==> src/rtl/istruct_pkg.sv <==
package istruct_pkg;
  typedef enum logic [1:0] {
    OP_READ  = 2'b00,
    OP_WRITE = 2'b01,
    OP_CLEAR = 2'b10,
    OP_NOP   = 2'b11
  } op_e;

  typedef enum logic {
    ST_IDLE,
    ST_RELEASE
  } st_e;
endpackage

==> src/rtl/istruct_words.sv <==
module istruct_words #(
  parameter int ADDR_W = 4,
  parameter int DATA_W = 16
) (
  input  logic              clk_i,
  input  logic              rst_ni,
  input  logic              set_i,
  input  logic              clr_i,
  input  logic [ADDR_W-1:0] addr_i,
  input  logic [DATA_W-1:0] data_i,
  output logic              full_o,
  output logic [DATA_W-1:0] data_o
);
  localparam int WORDS = 1 << ADDR_W;

  logic [WORDS-1:0]  full_q;
  logic [DATA_W-1:0] mem_q [WORDS];

  always_ff @(posedge clk_i or negedge rst_ni) begin
    if (!rst_ni) full_q <= '0;
    else if (set_i) full_q[addr_i] <= 1'b1;
    else if (clr_i) full_q[addr_i] <= 1'b0;
  end

  always_ff @(posedge clk_i) begin
    if (set_i) mem_q[addr_i] <= data_i;
  end

  assign full_o = full_q[addr_i];
  assign data_o = mem_q[addr_i];
endmodule

==> src/rtl/istruct_pool.sv <==
module istruct_pool #(
  parameter int DEPTH = 16,
  parameter int TAG_W = 5,
  parameter int IDX_W = $clog2(DEPTH)
) (
  input  logic             clk_i,
  input  logic             rst_ni,
  input  logic             alloc_i,
  input  logic [TAG_W-1:0] tag_i,
  input  logic             link_i,
  input  logic [IDX_W-1:0] link_prev_i,
  input  logic             free_i,
  input  logic [IDX_W-1:0] free_idx_i,
  input  logic [IDX_W-1:0] rd_idx_i,
  output logic [IDX_W-1:0] alloc_idx_o,
  output logic             full_o,
  output logic [TAG_W-1:0] rd_tag_o,
  output logic [IDX_W-1:0] rd_next_o
);
  logic [DEPTH-1:0] used_q;
  logic [TAG_W-1:0] tag_q  [DEPTH];
  logic [IDX_W-1:0] next_q [DEPTH];

  // lowest free slot
  always_comb begin
    alloc_idx_o = '0;
    for (int i = DEPTH - 1; i >= 0; i--) begin
      if (!used_q[i]) alloc_idx_o = IDX_W'(i);
    end
  end

  assign full_o = &used_q;

  always_ff @(posedge clk_i or negedge rst_ni) begin
    if (!rst_ni) begin
      used_q <= '0;
    end else begin
      if (free_i)  used_q[free_idx_i]  <= 1'b0;
      if (alloc_i) used_q[alloc_idx_o] <= 1'b1;
    end
  end

  always_ff @(posedge clk_i) begin
    if (alloc_i) tag_q[alloc_idx_o]  <= tag_i;
    if (link_i)  next_q[link_prev_i] <= alloc_idx_o;
  end

  assign rd_tag_o  = tag_q[rd_idx_i];
  assign rd_next_o = next_q[rd_idx_i];
endmodule

==> src/rtl/istruct_mem.sv <==
module istruct_mem
  import istruct_pkg::*;
#(
  parameter int ADDR_W     = 4,
  parameter int DATA_W     = 16,
  parameter int TAG_W      = 5,
  parameter int POOL_DEPTH = 16
) (
  input  logic              clk_i,
  input  logic              rst_ni,
  input  logic              cmd_valid_i,
  output logic              cmd_ready_o,
  input  logic [1:0]        cmd_op_i,
  input  logic [ADDR_W-1:0] cmd_addr_i,
  input  logic [DATA_W-1:0] cmd_data_i,
  input  logic [TAG_W-1:0]  cmd_tag_i,
  output logic              rsp_valid_o,
  input  logic              rsp_ready_i,
  output logic [TAG_W-1:0]  rsp_tag_o,
  output logic [DATA_W-1:0] rsp_data_o,
  output logic              err_store_o,
  output logic              err_clear_o
);
  localparam int WORDS = 1 << ADDR_W;
  localparam int IDX_W = $clog2(POOL_DEPTH);

  st_e               state_q;
  logic [ADDR_W-1:0] rel_addr_q;
  logic [IDX_W-1:0]  rel_idx_q;
  logic [WORDS-1:0]  pend_q;
  logic [IDX_W-1:0]  head_q [WORDS];
  logic [IDX_W-1:0]  tail_q [WORDS];

  logic              rsp_valid_q;
  logic [TAG_W-1:0]  rsp_tag_q;
  logic [DATA_W-1:0] rsp_data_q;
  logic              err_store_q, err_clear_q;

  op_e               op;
  logic              acc, rsp_free, defer_req, rel_fire, rel_last;
  logic              word_set, word_clr, word_full;
  logic [ADDR_W-1:0] word_addr;
  logic [DATA_W-1:0] word_data;
  logic              pool_alloc, pool_link, pool_full;
  logic [IDX_W-1:0]  pool_idx, pool_next;
  logic [TAG_W-1:0]  pool_tag;

  assign op        = op_e'(cmd_op_i);
  assign rsp_free  = !rsp_valid_q || rsp_ready_i;
  assign word_addr = (state_q == ST_RELEASE) ? rel_addr_q : cmd_addr_i;
  assign defer_req = (op == OP_READ) && !word_full;
  assign cmd_ready_o = (state_q == ST_IDLE) && rsp_free && !(defer_req && pool_full);
  assign acc       = cmd_valid_i && cmd_ready_o;
  assign word_set  = acc && (op == OP_WRITE) && !word_full;
  assign word_clr  = acc && (op == OP_CLEAR);
  assign pool_alloc = acc && defer_req;
  assign pool_link  = pool_alloc && pend_q[cmd_addr_i];
  assign rel_fire  = (state_q == ST_RELEASE) && rsp_free;
  assign rel_last  = rel_idx_q == tail_q[rel_addr_q];

  istruct_words #(.ADDR_W(ADDR_W), .DATA_W(DATA_W)) u_words (
    .clk_i  (clk_i),
    .rst_ni (rst_ni),
    .set_i  (word_set),
    .clr_i  (word_clr),
    .addr_i (word_addr),
    .data_i (cmd_data_i),
    .full_o (word_full),
    .data_o (word_data)
  );

  istruct_pool #(.DEPTH(POOL_DEPTH), .TAG_W(TAG_W), .IDX_W(IDX_W)) u_pool (
    .clk_i       (clk_i),
    .rst_ni      (rst_ni),
    .alloc_i     (pool_alloc),
    .tag_i       (cmd_tag_i),
    .link_i      (pool_link),
    .link_prev_i (tail_q[cmd_addr_i]),
    .free_i      (rel_fire),
    .free_idx_i  (rel_idx_q),
    .rd_idx_i    (rel_idx_q),
    .alloc_idx_o (pool_idx),
    .full_o      (pool_full),
    .rd_tag_o    (pool_tag),
    .rd_next_o   (pool_next)
  );

  // per-address chains and release sequencing
  always_ff @(posedge clk_i or negedge rst_ni) begin
    if (!rst_ni) begin
      state_q    <= ST_IDLE;
      rel_addr_q <= '0;
      rel_idx_q  <= '0;
      pend_q     <= '0;
      for (int a = 0; a < WORDS; a++) begin
        head_q[a] <= '0;
        tail_q[a] <= '0;
      end
    end else if (state_q == ST_RELEASE) begin
      if (rel_fire) begin
        if (rel_last) begin
          pend_q[rel_addr_q] <= 1'b0;
          state_q            <= ST_IDLE;
        end else begin
          rel_idx_q <= pool_next;
        end
      end
    end else if (acc) begin
      if (pool_alloc) begin
        tail_q[cmd_addr_i] <= pool_idx;
        if (!pend_q[cmd_addr_i]) begin
          head_q[cmd_addr_i] <= pool_idx;
          pend_q[cmd_addr_i] <= 1'b1;
        end
      end
      if (word_set && pend_q[cmd_addr_i]) begin
        state_q    <= ST_RELEASE;
        rel_addr_q <= cmd_addr_i;
        rel_idx_q  <= head_q[cmd_addr_i];
      end
    end
  end

  // response register and error pulses
  always_ff @(posedge clk_i or negedge rst_ni) begin
    if (!rst_ni) begin
      rsp_valid_q <= 1'b0;
      rsp_tag_q   <= '0;
      rsp_data_q  <= '0;
      err_store_q <= 1'b0;
      err_clear_q <= 1'b0;
    end else begin
      err_store_q <= acc && (op == OP_WRITE) && word_full;
      err_clear_q <= word_clr && pend_q[cmd_addr_i];
      if (rel_fire) begin
        rsp_valid_q <= 1'b1;
        rsp_tag_q   <= pool_tag;
        rsp_data_q  <= word_data;
      end else if (acc && (op == OP_READ) && word_full) begin
        rsp_valid_q <= 1'b1;
        rsp_tag_q   <= cmd_tag_i;
        rsp_data_q  <= word_data;
      end else if (rsp_ready_i) begin
        rsp_valid_q <= 1'b0;
      end
    end
  end

  assign rsp_valid_o = rsp_valid_q;
  assign rsp_tag_o   = rsp_tag_q;
  assign rsp_data_o  = rsp_data_q;
  assign err_store_o = err_store_q;
  assign err_clear_o = err_clear_q;
endmodule

==> config.mk <==
export PLATFORM = sky130hd
export DESIGN_NAME = istruct_mem
export DESIGN_NICKNAME = d
export VERILOG_FILES = /design/src/rtl/istruct_pkg.sv /design/src/rtl/istruct_words.sv /design/src/rtl/istruct_pool.sv /design/src/rtl/istruct_mem.sv
export SDC_FILE = /design/constraint.sdc
export NUM_CORES = 1
export LEC_CHECK = 0
export ABC_AREA = 1
export ABC_CLOCK_PERIOD_IN_PS = 3800
export BUFFER_PORTS_ARGS = -buffer_cell sky130_fd_sc_hd__buf_2
export CAP_MARGIN = 10
export CORE_ASPECT_RATIO = 0.8
export CORE_MARGIN = 2
export CORE_UTILIZATION = 50
export CTS_BUF_LIST = sky130_fd_sc_hd__clkbuf_2
export DETAILED_ROUTE_END_ITERATION = 10
export PLACE_DENSITY = 0.65
export SLEW_MARGIN = 0
export SYNTH_ARGS = -nofsm -noshare
export SYNTH_HDL_FRONTEND = slang
export SYNTH_SLANG_ARGS = --single-unit
==> constraint.sdc <==
create_clock -name clk_i -period 3.8 [get_ports clk_i]
set_input_delay 0.19 -clock clk_i [delete_from_list [all_inputs] [get_ports clk_i]]
set_output_delay 0.19 -clock clk_i [all_outputs]
set_load 0.1 [all_outputs]
# == Word-level counts from Yosys, hierarchy flattened ==
# Memory sizes are Yosys's and may differ from the RTL's.
# Index checks and enable logic that the tools add are counted.
# totals
regBits,209
ram_bits,400
elab_cells,195
n_memories,3
# classes
magnitude_cmp,13
eq_ne,7
mux,77
n_bitwise,13
n_reduce_logical,39
# mem_list
name,depth,width,rd,rd_ports_with_merged_regs,write_ports,line_no,text
u_words.mem_q,16,16,1,0,1,istruct_words.sv:17,logic [DATA_W-1:0] mem_q [WORDS];
u_pool.tag_q,16,5,1,0,1,istruct_pool.sv:21,logic [TAG_W-1:0] tag_q [DEPTH];
u_pool.next_q,16,4,1,0,1,istruct_pool.sv:22,logic [IDX_W-1:0] next_q [DEPTH];
# ops
cell,count
$mux 16,12
$bwmux 64,2
$mux 4,29
$and 16x16->16,3
$bmux 4 s4,3
$not 16->16,3
$or 16x16->16,3
$lt 4x5->1 const B,5
$logic_and 1x1->1,22
$mux 1,21
$demux 1 s4,5
$ge 4x1->1 const B,5
$demux 4 s4,1
$reduce_and 16->1,1
$ge 5x5->1 const B,2
$mux 5,2
$not 4->5,2
$reduce_bool 2->1,5
$bmux 1 s4,2
$reduce_and 4->1,2
$reduce_and 3->1,2
$lt 5x1->1 const B,1
$reduce_and 5->1,1
$eq 4x4->1,1
9 further kinds,14

# == Depth between registers and ports, before layout ==
# Gate-level depths: netlist (run 1).
# logic_depth
ltp_word,22
mapped_depth,20

# == Cells and area by module ==
# From an unflattened synthesis (run 1), not the netlist that was laid out.
# hier_totals
cells_unflattened,2902
area_unflattened_um2,27716.6
# modules_own_cells
module,instances,cells_per_inst,area_per_inst_um2
istruct_words,1,1183,11776.3
istruct_mem,1,1173,9143.8
istruct_pool,1,546,6796.5

# == Worst setup path before layout (run 1) ==
# OpenSTA, ideal clock, no wires.
# synth_timing
kind,flip-flop to flip-flop
start,register state_q
end,"memory u_words.mem_q[0][0], enable pin"
arrival_time_ns,2.724
required_ns,3.388
path_slack_ns,0.664
path_stages_with_launch,11
path_buffers,1
path_cell_list,dfrtp_1 > buf_6 > o21ai_4 > inv_2 > nand2_1 > nand2_1 > nand2_1 > nand2_2 > nor2_1 > nand3_1 > nor3_1
# synth_between
elab_chain_cells,13
# synth_rtl
item,line_no,text
"start, declared",istruct_mem.sv:27,st_e state_q;
"start signal, assigned",istruct_mem.sv:91,state_q <= ST_IDLE;
"start signal, assigned",istruct_mem.sv:103,state_q <= ST_IDLE;
"start signal, assigned",istruct_mem.sv:117,state_q <= ST_RELEASE;
$mux 4,istruct_mem.sv:50,assign word_addr = (state_q == ST_RELEASE) ? rel_addr_q : cmd_addr_i;
$bmux 1 s4,istruct_words.sv:29,assign full_o = full_q[addr_i];
$mux 1 (implied by the code),istruct_words.sv:29,
$logic_not 1->1,"istruct_mem.sv:51, istruct_mem.sv:54",
$logic_and 1x1->1,istruct_mem.sv:51,assign defer_req = (op == OP_READ) && !word_full;
$logic_and 1x1->1,istruct_mem.sv:52,assign cmd_ready_o = (state_q == ST_IDLE) && rsp_free && !(defer_req && pool_full);
$logic_not 1->1,istruct_mem.sv:52,
$logic_and 1x1->1,istruct_mem.sv:52,
$logic_and 1x1->1,istruct_mem.sv:53,assign acc = cmd_valid_i && cmd_ready_o;
$logic_and 1x1->1 (2 in a row),istruct_mem.sv:54,assign word_set = acc && (op == OP_WRITE) && !word_full;
$mux 1,istruct_words.sv:26,if (set_i) mem_q[addr_i] <= data_i;
$mux 1 (implied by the code),istruct_words.sv:26,
"end, declared",istruct_words.sv:17,
# Parallel ways exist; a longest one is shown, timed or not. The select of a mux whose other input is x is not followed.

# == Worst setup path in the final report (run 1) ==
# layout_timing
start,register state_q
end,"memory u_pool.tag_q[14][2], enable pin"
# layout_between
elab_chain_cells,12
# layout_rtl
item,line_no,text
$mux 4,istruct_mem.sv:50,
$bmux 1 s4,istruct_words.sv:29,
$mux 1 (implied by the code),istruct_words.sv:29,
$logic_not 1->1,istruct_mem.sv:51,
$logic_and 1x1->1,istruct_mem.sv:51,
$logic_and 1x1->1,istruct_mem.sv:52,
$logic_not 1->1,istruct_mem.sv:52,
$logic_and 1x1->1,istruct_mem.sv:52,
$logic_and 1x1->1,istruct_mem.sv:53,
$logic_and 1x1->1 (*),istruct_mem.sv:56,assign pool_alloc = acc && defer_req;
$mux 1 (*),istruct_pool.sv:44,if (alloc_i) tag_q[alloc_idx_o] <= tag_i;
$mux 1 (implied by the code) (*),istruct_pool.sv:44,
"end, declared",istruct_pool.sv:21,
# Mark *: on every way between the ends. The rest lies on a longest branch, timed or not. The select of a mux whose other input is x is not followed.

==> metrics.txt, run 1 <==
Die H 206.3 um; M2 GR Usage 40.20%; DR vias/cell 5.892; Skew-Pair Late Insertion Delay 1.33 ns; Net Sw Frac 39.21%; power share of the clock group around a quarter; GPL Wtd Cong between 0.9 and 1; reg2reg path depth 15; Avg WL per Cell around 22 um; Num CTS Buffers 150; number of synthesized register bits 609; WHS 0.2866 ns; ratio of cells with drive above 1 in the final layout 16.56%; EDFF count, synth 400; total core area 50,830 sq um; Design Area, Final approximately 29,000 sq um; r2r endpoint u_pool.tag_q[14][2]; # clock sinks approximately 610; CTS H-tree lvls 4; status finished, final reports clean; RSZ-0062 raised after global routing true; DRT antenna net count 0; register area between 15,000 and 20,000 sq um; final hold viol count 0; 1st-iter DRT viols 2,236; Hold Crit Start cmd_addr_i[0]; Clock Tree Buf Depth 3; Fillers 4,291; Slew @ Worst Pin 0.9151 ns; Avg Cell Area, Syn 11.25 sq um; Gate power share 28.9%; detailed placement HPWL 46.26 mm; Tcrit/Tclk final 96.95%; WP data arrival 4.60 ns; Boundary Pins 56; nets@finish 2,528; Highest Clock Rate approximately 0.27 GHz; clock-pin slew on the worst setup and hold paths about 0.11 ns; fin. max-slew vios 0; Max Cap Viol 0; Power Internal 0.01084 W; CTS tree built; Rows 74; first-pass GRT wire length 110.8 mm; met1 usage 40.94%; Worst Hold Class input pin to flop; Worst Setup Path Type flop to flop; Peak VDD IR 0.5555 mV; initial core utilization 50.33%; skew final 0.1041 ns; Slew headroom 38.99%; Sw Pwr 0.006994 W; Yosys top cell by area edfxtp_1; register share of total power 44.9%; post-synth top area share 46.95%; footprint of the multi-input gates 7657 sq um; IO Port Bufs 55; synth top area cells edfxtp_1 (47%), dfrtp_1 (20%), nand2_1 (8.5%); Synth Instances 2,274; dominant synthesized flop cell edfxtp_1; setup TNS 0 ns; Pleak 11.53 nW; Data required, critical path 4.72 ns; reg2reg start state_q; grt total ovfl 0; ys async rst share 34.32%; power per cell area 615.4 nW/um^2; Total GRT Usage about 28%; reg2reg setup slack 0.12 ns; vias in the first global route between 15,000 and 20,000; register area share after synthesis about 67%; number of setup violations in the final report 0; global-route met3 utilization under 10%; die area roughly 53,000 sq um; Setup Fix Bufs, Post-CTS 0; Worst setup SP type flop; synthesized area 25,590 sq um; hold depth 8; Synth warnings 0; crit path max fanout 14; CTS root buffer clkbuf_2; Synth Net Count 2,305; Routed WL 72.50 mm; DIE WIDTH about 260 um; Syn-to-layout area delta 13.27%; GR peak layer met1; initial antenna violation count 2; distinct cell type count after synthesis 45; DR pass1 iterations 5; DRC viols 0; total number of vias 19,460; largest net degree at the start of global routing between 80 and 90; critical path endpoint category flop; DP Area around 27,000 sq um; fin crit period approximately 3.7 ns
-- per-stage QoR --
step | setup WS (ns) | instances | total power (W) | util [%]
after floorplan | 0.6644 | 2274 | 0.01140 | -
after global placement | 0.5698 | 2961 | 0.01304 | 52.60
after detailed placement | 0.4552 | 2961 | 0.01311 | 52.60
after CTS | 0.01110 | 3299 | 0.01785 | 56.88
after global routing | -0.1227 | 3303 | 0.01870 | 57.01
final | 0.1158 | 3303 | 0.01784 | 57.01
-- repair_timing --
item / in CTS / in global routing
hold endpoints to repair: 1154 / 0
resized for setup: 1 / 23
hold buffers: 68 / 0
setup endpoints to repair: 1 / 110
pin swaps: 0 / 0
gates cloned: 0 / 0
-- per-layer routing --
metal / part of all wire (%) / vias up
li1: - / 8784
met1: 44 / 9547
met2: 44 / 1031
met3: 9.8 / 99
met4: 1.9 / 0
met5: 0 / -
-- cell families (layout without fill, tap and decap cells) --
logic type             Yosys count  in the layout  synth area share (%)
other                            0              4                     0
buffers and inverters          192            533                 3.037
DFF                            609            609                 67.39
and+or+nand+nor                903            903                 15.62
AOI/OAI and AO/OA              570            570                 13.96
-- registers in the layout, summed over array words and instances, names as in the netlist, 4 cells and up, named ones only --
| register | flops |
|---|---|
| tail_q | 64 |
| rel_addr_q | 4 |
| rsp_tag_o | 5 |
| pend_q | 16 |
| rel_idx_q | 4 |
| rsp_data_o | 16 |
| u_pool.next_q | 64 |
| u_pool.tag_q | 80 |
| u_pool.used_q | 16 |
| head_q | 64 |
| u_words.mem_q | 256 |
-- layout make-up --
cell class	instances	share of cell area, %
Antenna cell	4	0.03454
Clock buffer	225	3.886
Clock inverter	45	1.205
Inverter	84	1.105
Multi-Input combinational cell	1473	26.42
Sequential cell	609	59.50
Tap cell	684	2.953
Timing Repair Buffer	179	4.896
-- critical path, stage by stage, from the launching register on --
cell,delay [ns]
dfrtp_1,0.40
buf_4,0.20
nand2_1,0.21
nand2_4,0.13
nand2_1,0.08
nand2_1,0.05
nand2_1,0.05
nand2_1,0.06
nand2_1,0.08
nand2_2,0.07
nor3b_4,0.30
nand4_4,0.11
dlygate4sd3_1,0.72
clkinv_2,0.12
nand3_1,0.24
nor2_1,0.49
-- worst max path at each step --
stage / start / endpoint / slack, ns / cells after the start
after floorplan: state_q / u_words.mem_q[0][0] / 0.66 / 10
after global placement: state_q / flop / 0.57 / 16
after detailed placement: state_q / u_words.mem_q[12][9] / 0.46 / 14
after CTS: state_q / cmd_ready_o / 0.01 / 14
after global routing: state_q / cmd_ready_o / -0.12 / 14
final: state_q / u_pool.tag_q[14][2] / 0.12 / 15
-- cell usage after synthesis, drive strengths merged (3+ instances only) --
master  number
nand2      600
edfxtp     400
o21ai      252
a22oi      246
dfrtp      209
nand3      163
nor2        99
clkbuf      87
inv         80
a21oi       33
nand4       26
buf         21
a31oi       20
nor3         9
a21o         5
a22o         4
clkinv       4
a221oi       3
o31ai        3
or2          3
-- power groups by stage --
stage          clock (W)  combinational (W)  sequential [W]
2_1_floorplan          0            0.00264         0.00875
3_3_place_gp           0            0.00493         0.00811
3_5_place_dp           0            0.00499         0.00812
4_1_cts          0.00478            0.00509         0.00798
5_1_grt          0.00509            0.00555         0.00806
6_report         0.00467            0.00516         0.00800
-- cells in the final DEF, fill, tap and decap left out, types with 12 or more instances in the layout --
cell type      count
nor2_1            69
buf_4             56
nand4_1           25
a31oi_1           20
a21oi_1           33
nor2_2            25
inv_1             75
nand2_4           12
clkinv_1          33
clkbuf_2         225
nand2_1          577
buf_2             53
o21ai_1           44
dlygate4sd3_1     67
o21ai_0          205
dfrtp_1          208
nand3_1          151
edfxtp_1         400
a22oi_1          246
No activity file was read; power rests on OpenSTA's default activity.
==> run 2, diff against run 1 <==
--- a/config.mk
+++ b/config.mk
@@ -5,7 +5,6 @@
 export SDC_FILE = /design/constraint.sdc
 export NUM_CORES = 1
 export LEC_CHECK = 0
-export ABC_AREA = 1
 export ABC_CLOCK_PERIOD_IN_PS = 3800
 export BUFFER_PORTS_ARGS = -buffer_cell sky130_fd_sc_hd__buf_2
 export CAP_MARGIN = 10
==> run 2 against run 1 <==
  * Critical path depth fell by 6
  * First-iteration DRC count fell by 46%
  * Non-clock buffer count rose by 1
  * Setup slack got worse by 0.031 ns
  * Final area rose by 0.45%
  * Power fell by 1.7%
  * Routed wire length fell by 16%
  * Via count fell by 23%
  * Largest power group unchanged
==> metrics.txt, run 2 <==
Rows 74 (unchanged); Synth warnings 0 (unchanged); synthesized area 25,650 sq um (+0.23%); Synth Instances 1,490 (-34%); Non-Filler Instances 2,532 (-23%); Crit path largest cell delay 0.47 ns (-0.25 ns); critical path endpoint category output pin; Net Sw Frac 35.27% (-3.9 points); reg2reg path depth 10 (-5); total core area 50,830 sq um (unchanged); commonest cells after routing, fill and taps aside edfxtp_1 (400), clkbuf_2 (216), dfrtp_1 (203), mux4_2 (154), mux2_2 (112); ratio of cells with drive above 1 in the final layout 36.84% (+20 points); skew final 0.09217 ns (-0.01192 ns); Data required, critical path 3.61 ns (-1.11 ns); Power Internal 0.01134 W (+4.6%); distinct cell type count after synthesis 57 (+27%); synth top area cells edfxtp_1 (47%), dfrtp_1 (20%), mux4_2 (14%); final hold viol count 0 (unchanged); reg2reg start state_q; Max Cap Viol 0 (unchanged); IO Port Bufs 55 (unchanged); Gate power share 28.1% (-0.8 points); Worst Hold Class input pin to flop; status finished, final reports clean; Num CTS Buffers 146 (-2.7%); clock-pin slew on the worst setup and hold paths 0.12 ns (about the same); DR vias/cell 5.957 (+1.1%); initial core utilization 50.45% (+0.12 points); post-layout util 57.27% (+0.26 points); power share of the clock group 25.4% (-0.8 points); die area 53,130 sq um (+0.23%); crit path max fanout 7 (-7); post-synth top area share 46.84% (-0.11 points); Slew headroom 27.26% (-12 points); Peak VDD IR 0.3277 mV (-41%); WP data arrival 3.52 ns (-1.08 ns); Crit path top cell by count buf_6; GPL Wtd Cong 0.8889 (-2.8%); number of synthesized register bits 609 (unchanged); Highest Clock Rate 0.2692 GHz (-0.82%); initial antenna violation count 3 (+1); commonest non-fill, non-tap cell in the layout edfxtp_1; Yosys top cell by area edfxtp_1; CTS root buffer clkbuf_2; DIE WIDTH 257.2 um (+0.12%); Slowest-stage cell, CP dfrtp_2; nets@finish 1,759 (-30%); vias in the first global route 15,420 (-17%); power per cell area 602.0 nW/um^2 (-2.2%); Routed WL 61.23 mm (-16%); top flop regs u_words.mem_q: 256 flops, u_pool.tag_q: 80 flops; first-pass GRT wire length 93.40 mm (-16%); detailed placement HPWL 37.56 mm (-19%); top cells by count, synth edfxtp_1 (400), dfrtp_1 (209), mux4_2 (154); Worst setup SP type flop; Total GRT Usage 23.58% (-4.1 points); largest net degree at the start of global routing 118 (+36%); Skew-Pair Late Insertion Delay 1.15 ns (-0.18 ns); fin. max-slew vios 0 (unchanged); r2r endpoint u_pool.tag_q[12][1]; Worst Setup EP cmd_ready_o; CTS H-tree lvls 4 (unchanged); Tcrit/Tclk final 97.76% (+0.81 points); total number of vias 15,080 (-23%); number of flip-flops in the largest register 256 (unchanged); EDFF count, synth 400 (unchanged); reg2reg setup slack 0.23 ns (+0.11 ns); Worst setup startpoint state_q; register area 17,250 sq um (about the same); Boundary Pins 56 (unchanged); Clock Tree Buf Depth 3 (unchanged); Syn-to-layout area delta 13.51%; Avg Cell Area, Syn 17.21 sq um (+53%); footprint of the multi-input gates 8104 sq um (+5.8%); DRT antenna net count 0 (unchanged); register share of total power 46.5% (+1.6 points); Worst Setup Path Type flop to output pin; Pleak 10.89 nW (-5.5%); DRC viols 0 (unchanged); most numerous cell in the Yosys netlist edfxtp_1; Synth Net Count 1,521 (-34%); fin crit period 3.715 ns (+0.03061 ns); Slew @ Worst Pin 1.091 ns (+0.1759 ns); CTS tree built; Sw Pwr 0.006180 W (-12%); grt total ovfl 0 (unchanged); Die H 206.6 um (+0.11%); ys async rst share 34.32% (unchanged); critical path, cell by cell clkbuf_2, and3b_1, o21ai_1, a41oi_2, a2111oi_4, buf_6, nand3_1, and2_1, buf_6; Fillers 3,955 (-7.8%); # clock sinks 609 (unchanged); Avg WL per Cell 24.18 um (+10%); largest register by flop count u_words.mem_q; DR pass1 iterations 6 (+1); Cells after DPL 2,200 (-26%); 1st-iter DRT viols 1,208 (-46%); register area share after synthesis 67.23% (-0.16 points); number of setup violations in the final report 0 (unchanged); dominant synthesized flop cell edfxtp_1
==> run 2: cell types whose count changed in the layout (fill, tap and decap cells not counted), moves of 68 or more <==
| cell | change |
|---|---|
| nand3_1 | -139 |
| o21ai_0 | -117 |
| mux4_2 | +154 |
| nand2_1 | -517 |
| inv_1 | -68 |
| a22oi_1 | -214 |
| mux2_2 | +112 |
==> run 2: critical path, delay by kind of cell (launching register included) <==
kind / cells / cell delay (ns)
compound gates: 3 / 0.85
simple gates: 3 / 0.55
buf+inv: 3 / 0.53
flops: 1 / 0.47
==> run 2: worst min-delay path by stage <==
| stage | startpoint | end | slack (ns) | cells after the start |
|---|---|---|---|---|
| 2_1_floorplan | rst_ni | asynchronous set/reset pin | -0.11 | 0 |
| 3_3_place_gp | rst_ni | head_q[7] | 0.37 | 1 |
| 3_5_place_dp | rst_ni | head_q[7] | 0.38 | 1 |
| 4_1_cts | cmd_op_i[0] | err_clear_o | 0.03 | 4 |
| 5_1_grt | cmd_op_i[0] | err_clear_o | 0.07 | 4 |
| 6_report | cmd_op_i[0] | err_clear_o | 0.18 | 4 |
==> run 2: power groups by stage <==
stage | registers, W | clock network, W | logic, W
floorplan | 0.00882 | 0 | 0.00279
finish | 0.00815 | 0.00445 | 0.00492
detailed placement | 0.00828 | 0 | 0.00478
global route | 0.00821 | 0.00492 | 0.00528
global placement | 0.00827 | 0 | 0.00473
CTS | 0.00814 | 0.00460 | 0.00487
==> run 2: per-layer routing <==
metal	global-route usage, %	wire length, um
met1	33.63	26740
met2	35.31	28440
met3	6.838	4895
met4	7.703	1151
met5	0	0
==> run 2: cell families after synthesis <==
group	synth area share, %
AOI/OAI and AO/OA	5.396
xor gates and xnor gates	0.2049
buffers and inverters	1.634
DFF	67.23
muxes	21.09
and+or+nand+nor	4.450
==> run 2: repair_timing <==
| item | 4_1_cts | 5_1_grt |
|---|---|---|
| hold buffers | 56 | 0 |
| setup endpoints to repair | 1 | 1 |
| gates resized for setup | 6 | 9 |
| endpoints found under the hold margin | 765 | 0 |
| pin swaps | 0 | 2 |
| setup buffers | 2 | 6 |
==> run 2: area by class of cell <==
cell class,instances,area share (%)
Tap cell,684,2.940
Timing Repair Buffer,180,4.943
Sequential cell,609,59.25
Multi-Input combinational cell,783,27.84
Clock inverter,48,1.182
Clock buffer,215,3.696
Inverter,8,0.1032
Antenna cell,5,0.04298
==> run 2: through the flow <==
step	power, W	hold slack (ns)	cell area, sq um	setup TNS (ns)	worst slack [ns]
detailed placement	0.01306	0.3780	27000	0	0.2204
CTS	0.01762	0.02727	29040	0	0.02133
finish	0.01752	0.1782	29110	0	0.08518
floorplan	0.01161	-0.1056	25650	0	0.5446
global route	0.01841	0.06942	29110	-0.07247	-0.07247
global placement	0.01300	0.3747	27000	0	0.3692
==> run 3, diff against run 2 <==
--- a/config.mk
+++ b/config.mk
@@ -13,7 +13,8 @@
 export CORE_UTILIZATION = 50
 export CTS_BUF_LIST = sky130_fd_sc_hd__clkbuf_2
 export DETAILED_ROUTE_END_ITERATION = 10
-export PLACE_DENSITY = 0.65
+export HOLD_SLACK_MARGIN = 0.06
+export PLACE_DENSITY = 0.68
 export SLEW_MARGIN = 0
 export SYNTH_ARGS = -nofsm -noshare
 export SYNTH_HDL_FRONTEND = slang
==> run 3 against run 2 <==
  * Register-to-register slack gained 0.06 ns
  * Die area unchanged
  * Utilization increased by 0.50 points
  * First-iteration DRC count is 36% higher
  * Sequential cell count unchanged
  * Combinational power hardly changed
  * Non-clock buffer count grew 21
  * Count of clock-buffer cells in the layout fell by 1
  * Sequential power about the same
  * Clock power increased by 2%
  * Setup slack better by 0.070 ns
  * Maximum frequency up 1.9%
  * Critical path type unchanged
  * Critical endpoint unchanged
  * Largest cell class unchanged
  * Largest power group unchanged
==> metrics.txt, run 3 (synthesis gave the netlist of run 2 again) <==
Syn-to-layout area delta 14.50%; setup slack after layout 0.1552 ns (+0.07005 ns); largest register by flop count u_words.mem_q; 1st-iter DRT viols 1,646 (+36%); Avg WL per Cell 23.92 um (-1.1%); critical path endpoint category output pin; Worst setup SP type flop; met1 usage 33.57% (-0.053 points); nets@finish 1,780 (+1.2%); vias in the first global route 15,610 (+1.3%); skew final 0.07215 ns (-0.02003 ns); final hold viol count 0 (unchanged); grt total ovfl 0 (unchanged); post-layout util 57.77% (+0.50 points); Total GRT Usage 23.70% (+0.12 points); # clock sinks 609 (unchanged); CTS root buffer clkbuf_2; commonest cells after routing, fill and taps aside edfxtp_1 (400), clkbuf_2 (214), dfrtp_1 (204), mux4_2 (154), mux2_2 (112); Tcrit/Tclk final 95.92% (-1.8 points); register area 17,250 sq um (about the same); initial core utilization 50.45% (unchanged); commonest non-fill, non-tap cell in the layout edfxtp_1; Data required, critical path 3.61 ns (about the same); total core area 50,830 sq um (unchanged); Peak VDD IR 0.3032 mV (-7.5%); fin crit period 3.645 ns (-0.07005 ns); CTS H-tree lvls 4 (unchanged); Boundary Pins 56 (unchanged); Highest Clock Rate 0.2744 GHz (+1.9%); IO Port Bufs 55 (unchanged); Slowest-stage cell, CP dfrtp_2; DRC viols 0 (unchanged); Crit path largest cell delay 0.45 ns (-0.02 ns); Num CTS Buffers 146 (unchanged); die area 53,130 sq um (unchanged); critical path, cell by cell buf_6, and3b_2, o21ai_2, a41oi_2, a2111oi_4, buf_4, nand3_2, and2_4, buf_12; Fillers 3,899 (-1.4%); Skew-Pair Late Insertion Delay 1.24 ns (+0.09 ns); Die H 206.6 um (unchanged); GR peak layer met2; Pleak 11.03 nW (+1.3%); total number of vias 15,190 (+0.70%); Routed WL 61.08 mm (-0.25%); DIE WIDTH 257.2 um (unchanged); crit path max fanout 7 (unchanged); top flop regs u_words.mem_q: 256 flops, u_pool.tag_q: 80 flops; reg2reg path depth 11 (+1); Worst Setup Path Type flop to output pin; clock-pin slew on the worst setup and hold paths 0.12 ns (about the same); number of flip-flops in the largest register 256 (unchanged); critical path's top delay family compound AO/OA/AOI/OAI gates; ratio of cells with drive above 1 in the final layout 37.08% (+0.24 points); DR pass1 iterations 5 (-1); DRT antenna net count 0 (unchanged); power per cell area 602.2 nW/um^2 (about the same); fin. max-slew vios 0 (unchanged); Slew headroom 27.10% (-0.16 points); CP Depth 9 (unchanged); number of setup violations in the final report 0 (unchanged); Worst Hold Class input pin to flop; Clock Tree Buf Depth 3 (unchanged); Slew @ Worst Pin 1.093 ns (+0.002447 ns); post-route total power 0.01768 W (+0.91%); status finished, final reports clean; pre-CTS setup slack 0.2528 ns (+0.03238 ns); DR vias/cell 5.949 (-0.13%); M2 GR Usage 35.13% (-0.18 points); RSZ-0062 raised after global routing true; Max Cap Viol 0 (unchanged); WP data arrival 3.45 ns (-0.07 ns); GPL Wtd Cong 0.9018 (+1.5%); worst path bufs/invs 3 (unchanged); initial antenna violation count 2 (-1); hold depth 6 (+2); Rows 74 (unchanged); first-pass GRT wire length 93.26 mm (-0.15%); detailed placement HPWL 36.63 mm (-2.5%); largest net degree at the start of global routing 106 (-10%); footprint of the multi-input gates 8144 sq um (+0.49%); global-route met3 utilization 7.070% (+0.23 points); CTS tree built
## run 3: path summary, 6_finish.rpt
path | startpoint | endpoint | slack, ns
hold / removal | cmd_op_i[0] | u_pool.used_q[2] | 0.31
min in group asynchronous | rst_ni | u_pool.used_q[2] | 0.65
max in group asynchronous | rst_ni | pend_q[10] | 2.24
setup reg to reg | state_q | u_words.mem_q[13][13] | 0.29
hold reg to reg | head_q[17] | head_q[17] | 0.50
setup / recovery | state_q | cmd_ready_o | 0.16
## run 3: per-stage QoR
step / hold WS [ns] / cells / setup TNS, ns / area, sq um
floorplan: -0.1056 / 1490 / 0 / 25650
global placement: 0.3280 / 2202 / 0 / 27010
detailed placement: 0.3286 / 2202 / 0 / 27010
CTS: 0.08359 / 2541 / 0 / 29270
global route: 0.2060 / 2553 / -0.07288 / 29370
finish: 0.3142 / 2553 / 0 / 29370
## run 3: layout make-up
| class | count | share of cell area, % |
|---|---|---|
| Sequential cell | 609 | 58.73 |
| Inverter | 8 | 0.1023 |
| Tap cell | 684 | 2.914 |
| Clock inverter | 51 | 1.317 |
| Antenna cell | 3 | 0.02556 |
| Clock buffer | 214 | 3.647 |
| Timing Repair Buffer | 201 | 5.526 |
| Multi-Input combinational cell | 783 | 27.73 |
## run 3: layer usage
metal	part of all wire (%)	routed length, um	vias up
li1	-	-	6575
met1	43	26410	7852
met2	47	28630	665
met3	8.1	4930	96
met4	1.8	1108	0
met5	0	0	-
## run 3: power by group
group / switching (W) / leakage [nW] / internal [W]
logic: 0.00308 / 3.53 / 0.00186
clock network: 0.00257 / 1.08 / 0.00199
registers: 0.000550 / 6.42 / 0.00763
total: 0.00621 / 11.0 / 0.0115
## run 3: tightest hold or removal path: stages
cell	delay (ns)
dlygate4sd3_1	0.59
buf_2	0.16
nor4_1	0.07
nand2_2	0.20
or3_1	0.21
o21ai_0	0.10
## run 3: timing repair
item | 4_1_cts | 5_1_grt
buffers inserted | 7 | 9
gates resized for setup | 23 | 10
hold buffers | 67 | 0
endpoints found under the setup margin | 1 | 71
hold endpoints to repair | 1154 | 0
pin swaps | 1 | 7
